--- src/rtl/pa_pkg.sv ---
// Package: shared types for the pulse accumulator.
// Assumes: clk_sel is a two-bit code whose encoding the clock mux decodes.
package pa_pkg;
    typedef enum logic [1:0] {
        TSEL_PRESC = 2'b00,
        TSEL_ACC   = 2'b01,
        TSEL_LOW   = 2'b10,
        TSEL_FULL  = 2'b11
    } tsel_e;
endpackage

--- src/rtl/pa_sync_edge.sv ---
// Module: pa_sync_edge
// Synchronises an asynchronous pin through a flop chain and reports the
// settled level and single-cycle rise and fall pulses.
// Assumes: STAGES >= 2; the pin may change at any time.
module pa_sync_edge #(
    parameter int STAGES = 2
) (
    input  logic clk,
    input  logic rst_n,
    input  logic din,
    output logic level,
    output logic rise,
    output logic fall
);
    logic [STAGES-1:0] chain;
    logic              prev_q;

    for (genvar g = 0; g < STAGES; g++) begin : g_stage
        if (g == 0) begin : g_first
            // First synchroniser stage samples the raw pin.
            always_ff @(posedge clk) begin
                if (!rst_n) chain[0] <= 1'b0;
                else        chain[0] <= din;
            end
        end else begin : g_next
            // Later stages shift the sampled value along.
            always_ff @(posedge clk) begin
                if (!rst_n) chain[g] <= 1'b0;
                else        chain[g] <= chain[g-1];
            end
        end
    end

    // Remember the previous settled level for edge detection.
    always_ff @(posedge clk) begin
        if (!rst_n) prev_q <= 1'b0;
        else        prev_q <= chain[STAGES-1];
    end

    // Derive level and edge pulses from the settled value.
    always_comb begin
        level = chain[STAGES-1];
        rise  = chain[STAGES-1] & ~prev_q;
        fall  = ~chain[STAGES-1] & prev_q;
    end
endmodule

--- src/rtl/pa_counter.sv ---
// Module: pa_counter
// Loadable up-counter with carry pulses out of the low field and out of the
// whole counter.
// Assumes: a load has priority; an increment lost to a load emits no carry.
module pa_counter #(
    parameter int W     = 16,
    parameter int LOW_W = 8
) (
    input  logic         clk,
    input  logic         rst_n,
    input  logic         inc,
    input  logic         load,
    input  logic [W-1:0] ldata,
    output logic [W-1:0] count,
    output logic         step,
    output logic         carry_low,
    output logic         carry_full
);
    logic [W-1:0] cnt_q;

    // Qualify the increment and compute the carry outs.
    always_comb begin
        step       = inc & ~load;
        carry_low  = step & (&cnt_q[LOW_W-1:0]);
        carry_full = step & (&cnt_q);
        count      = cnt_q;
    end

    // Count register: load first, then increment.
    always_ff @(posedge clk) begin
        if (!rst_n)    cnt_q <= '0;
        else if (load) cnt_q <= ldata;
        else if (inc)  cnt_q <= cnt_q + 1'b1;
    end
endmodule

--- src/rtl/pa_clk_mux.sv ---
// Module: pa_clk_mux
// Selects the clock enable for the main timer counter.
// Assumes: all tick inputs are single-cycle enables in the bus clock domain.
module pa_clk_mux
    import pa_pkg::*;
(
    input  logic       acc_en,
    input  logic [1:0] sel,
    input  logic       presc_tick,
    input  logic       acc_tick,
    input  logic       low_tick,
    input  logic       full_tick,
    output logic       tcnt_tick
);
    // Combinational select; a disabled accumulator forces the prescaler.
    always_comb begin
        if (!acc_en) begin
            tcnt_tick = presc_tick;
        end else begin
            case (tsel_e'(sel))
                TSEL_PRESC: tcnt_tick = presc_tick;
                TSEL_ACC:   tcnt_tick = acc_tick;
                TSEL_LOW:   tcnt_tick = low_tick;
                TSEL_FULL:  tcnt_tick = full_tick;
                default:    tcnt_tick = presc_tick;
            endcase
        end
    end
endmodule

--- src/rtl/pulse_accum_top.sv ---
// Module: pulse_accum_top
// Pulse accumulator: edge counting or gated divide-by-64 time counting on
// one pin, with input and overflow flags, interrupt requests, and the timer
// counter clock select.
// Assumes: control inputs are register-interface levels; clears are strobes.
module pulse_accum_top #(
    parameter int CNT_W  = 16,
    parameter int LOW_W  = 8,
    parameter int SYNC_N = 2
) (
    input  logic             clk,
    input  logic             rst_n,
    input  logic             pin_in,
    input  logic             timer_en,
    input  logic             presc_tick,
    input  logic             div64_tick,
    input  logic             acc_en,
    input  logic             mode_gated,
    input  logic             edge_pol,
    input  logic [1:0]       clk_sel,
    input  logic             ovf_ie,
    input  logic             inp_ie,
    input  logic             ovf_clr,
    input  logic             inp_clr,
    input  logic             cnt_we,
    input  logic [CNT_W-1:0] cnt_wdata,
    output logic [CNT_W-1:0] cnt_q,
    output logic             inp_flag,
    output logic             ovf_flag,
    output logic             inp_irq,
    output logic             ovf_irq,
    output logic             tcnt_tick
);
    logic pin_lvl, pin_rise, pin_fall;
    logic sel_edge, active_lvl, gate_tick, acc_inc;
    logic step, carry_low, carry_full;
    logic inp_q, ovf_q;

    pa_sync_edge #(.STAGES(SYNC_N)) u_sync (
        .clk   (clk),
        .rst_n (rst_n),
        .din   (pin_in),
        .level (pin_lvl),
        .rise  (pin_rise),
        .fall  (pin_fall)
    );

    // Pick the selected edge, the active gate level and the increment source.
    always_comb begin
        sel_edge   = edge_pol ? pin_rise : pin_fall;
        active_lvl = edge_pol ? ~pin_lvl : pin_lvl;
        gate_tick  = div64_tick & timer_en & active_lvl;
        acc_inc    = acc_en & (mode_gated ? gate_tick : sel_edge);
    end

    pa_counter #(.W(CNT_W), .LOW_W(LOW_W)) u_cnt (
        .clk        (clk),
        .rst_n      (rst_n),
        .inc        (acc_inc),
        .load       (cnt_we),
        .ldata      (cnt_wdata),
        .count      (cnt_q),
        .step       (step),
        .carry_low  (carry_low),
        .carry_full (carry_full)
    );

    pa_clk_mux u_mux (
        .acc_en     (acc_en),
        .sel        (clk_sel),
        .presc_tick (presc_tick),
        .acc_tick   (step),
        .low_tick   (carry_low),
        .full_tick  (carry_full),
        .tcnt_tick  (tcnt_tick)
    );

    // Input flag: set by the selected edge, write-1 clear, set wins.
    always_ff @(posedge clk) begin
        if (!rst_n)                  inp_q <= 1'b0;
        else if (acc_en && sel_edge) inp_q <= 1'b1;
        else if (inp_clr)            inp_q <= 1'b0;
    end

    // Overflow flag: set on full-counter wrap, write-1 clear, set wins.
    always_ff @(posedge clk) begin
        if (!rst_n)          ovf_q <= 1'b0;
        else if (carry_full) ovf_q <= 1'b1;
        else if (ovf_clr)    ovf_q <= 1'b0;
    end

    // Flags and masked interrupt requests.
    always_comb begin
        inp_flag = inp_q;
        ovf_flag = ovf_q;
        inp_irq  = inp_q & inp_ie;
        ovf_irq  = ovf_q & ovf_ie;
    end
endmodule

--- config.mk ---
export PLATFORM = sky130hd
export DESIGN_NAME = pulse_accum_top
export DESIGN_NICKNAME = d
export VERILOG_FILES = /design/src/rtl/pa_pkg.sv /design/src/rtl/pa_sync_edge.sv /design/src/rtl/pa_counter.sv /design/src/rtl/pa_clk_mux.sv /design/src/rtl/pulse_accum_top.sv
export SDC_FILE = /design/constraint.sdc
export NUM_CORES = 1
export LEC_CHECK = 0
export BUFFER_PORTS_ARGS = -buffer_cell sky130_fd_sc_hd__buf_2
export CAP_MARGIN = 10
export CORE_MARGIN = 8
export CORE_UTILIZATION = 30
export DETAILED_ROUTE_END_ITERATION = 10
export GPL_ROUTABILITY_DRIVEN = 0
export GPL_TIMING_DRIVEN = 1
export PLACE_DENSITY = 0.54
export SLEW_MARGIN = 20
export SYNTH_ARGS = -nofsm -noshare
export SYNTH_HDL_FRONTEND = slang
export SYNTH_HIERARCHICAL = 1
export SYNTH_SLANG_ARGS = --single-unit
export TNS_END_PERCENT = 100
--- constraint.sdc ---
create_clock -name clk -period 7.3 [get_ports clk]
set_input_delay 1.46 -clock clk [delete_from_list [all_inputs] [get_ports clk]]
set_output_delay 1.46 -clock clk [all_outputs]
set_load 0.01 [all_outputs]
==> run metrics <==
Max-cap violations 0; total negative slack 0 ns; r2r setup slk 5.20 ns; first-pass GRT wire length 5181 microns; initial antenna violation count 0; Worst R2R Path Depth 8; leakage 0.6648 nW; Max Root-Sink Buffers 2; Pwr Density about 160 nW/um^2; RSZ-0062 raised after global routing no; GRT busiest layer met2; top cells by count, synth dfxtp_1, o21ai_0, a21oi_1, xnor2_1, nand2_1; DRT antenna net count 0; clk slew on worst S/H paths roughly 0.080 ns; Slew Limit Fails 0; FFs w/ async S/R, synth 0; Slew HR 0.4878; vias per inst 4.790; post-synth design cell area 1157 sq um; placement row count 22; share of cells above drive strength 1 0.3591; drt drc 0; detailed-route wire length about 3000 microns; HP Class flip-flop to flip-flop; worst-margin pin slew between 0.7 and 0.8 ns; Avg Inst Size Synth 8.835 sq um; met3 Track Usage GR 0.03872; Startpoint Class primary input; CP required 5.84 ns; final hold violations 0; cell taking the most area after synthesis dfxtp_1; vias in the first global route approximately 1100; Final setup viols 0; Initial DRC Count 26; Inserted Clock Buffers 3; met1 Usage GRT 0.1197; worst skew pair latency 0.25 ns; Post-CTS Hold Buffers 0; hold path cells 1; synth-to-layout area growth 29.08%; # resized after CTS 0; share of the synthesized area in the top cell type 0.3632; Final Cycle Share 0.6671; port bufs 52; CTS Sinks 21; Fill cells 405; R2R Path Start u_sync/level; Root Driver clkbuf_8; Avg WL per Cell 12.96 microns; Syn Inst Count roughly 130; num ports 53; post-synthesis register bit count 21; synth unique cells 31; Seq/Total Area, Yosys 0.3632; drt first pass iters 4; syn_nets roughly 160; die area 6101 sq um; Worst EP arrival 3.41 ns; CP max FO 7; yosys warns 6; die height between 70 and 80 microns; core area about 3700 sq um; slack of the critical path around 2.4 ns; gr ovfl total 0; hold path startpoint u_sync/chain[0]; outcome complete, no violations; most used flip-flop cell after synthesis dfxtp_1; Max Clk Rate 205.3 MHz; hold_ws between 0.4 and 0.5 ns; H-tree depth 1; Final min period slightly below 5 ns; Place WS 2.396 ns; Crit. End Element output port; post-CTS setup buffer count 0; number of synthesized flops with an enable pin 0; TritonCTS clock tree built; grt met2 use 0.1624; R2R Path End u_cnt/count[12]; Starting Density 0.3138; ANT cells 0; total chip power 0.2454 mW; top-count cell post-synth dfxtp_1; Worst Clk Skew 0.002679 ns; largest net degree at the start of global routing 32; crit path kind primary input to output port; largest cells by area after synthesis dfxtp_1, xnor2_1, o21ai_0; die width between 70 and 80 microns; gr usage total 0.09861; via count 1097; post-DP HPWL 2407 microns; nets 215; hold path endpoint u_sync/level; peak supply drop 89.69 uV
## critical path, stage by stage
cell	delay (ns)
buf_2	0.12
mux2_4	0.21
nand2_4	0.05
o22ai_2	0.34
nand4_4	0.19
nor3_1	0.32
and4_1	0.27
mux2i_1	0.08
nand3_1	0.08
o221a_2	0.16
buf_2	0.12
## through the flow
stage,cells,utilization,area (sq um)
after floorplan,131,-,1157
after global placement,225,0.3925,1448
after detailed placement,225,0.3925,1448
after CTS,229,0.4050,1494
after global routing,229,0.4050,1494
final,229,0.4050,1494
## placed cells by master (no fill, tap or decap), drive strengths merged, types with 3 or more instances in the layout
| master | n |
|---|---|
| buf | 52 |
| dfxtp | 21 |
| o21ai | 13 |
| xnor2 | 12 |
| a21oi | 12 |
| nand2 | 10 |
| nand4 | 7 |
| and2 | 6 |
| nor4 | 6 |
| inv | 5 |
| nor2b | 4 |
| nor2 | 4 |
| xor2 | 4 |
| clkbuf | 3 |
| nand3 | 3 |
| o211a | 3 |
## cells by family after synthesis
group                    share of synthesized area
adder cells (fa/ha/maj)                    0.01081
multiplexers                               0.03027
AO/OA/AOI/OAI                               0.1762
buffers and inverters                      0.04216
XOR/XNOR                                    0.1211
flip-flops                                  0.3632
AND/OR/NAND/NOR                             0.2562
## cell type report
class,instances,area (sq um),area share
clock buffer,3,41.29,0.02764
inverter,5,18.77,0.01256
multi-input combinational,99,688.2,0.4606
clock inverter,1,5.005,0.003350
tap,48,60.06,0.04020
sequential,21,420.4,0.2814
timing repair buffer,52,260.3,0.1742
## flip-flops by register name (all words and copies together), names as in the netlist
signal	flops
u_sync/chain	1
ovf_flag	1
u_sync/level	1
u_sync/prev_q	1
inp_flag	1
u_cnt/count	16
## where the power goes
| group | switching, mW | internal [mW] |
|---|---|---|
| sequential | 0.00953 | 0.121 |
| clock | 0.0356 | 0.0379 |
| combinational | 0.0202 | 0.0207 |
## layer usage
layer	part of all wire	wire length, microns
met2	0.45	1343
met5	0	0
met1	0.45	1348
met4	0	0
met3	0.093	275
## worst max-delay path by stage
stage / startpoint / depth (start not counted) / to
2_1_floorplan: edge_pol / 10 / tcnt_tick
3_3_place_gp: edge_pol / 11 / tcnt_tick
3_5_place_dp: edge_pol / 11 / tcnt_tick
4_1_cts: edge_pol / 11 / tcnt_tick
5_1_grt: edge_pol / 11 / tcnt_tick
6_report: edge_pol / 11 / tcnt_tick
Power figures use the tool's default switching activity.
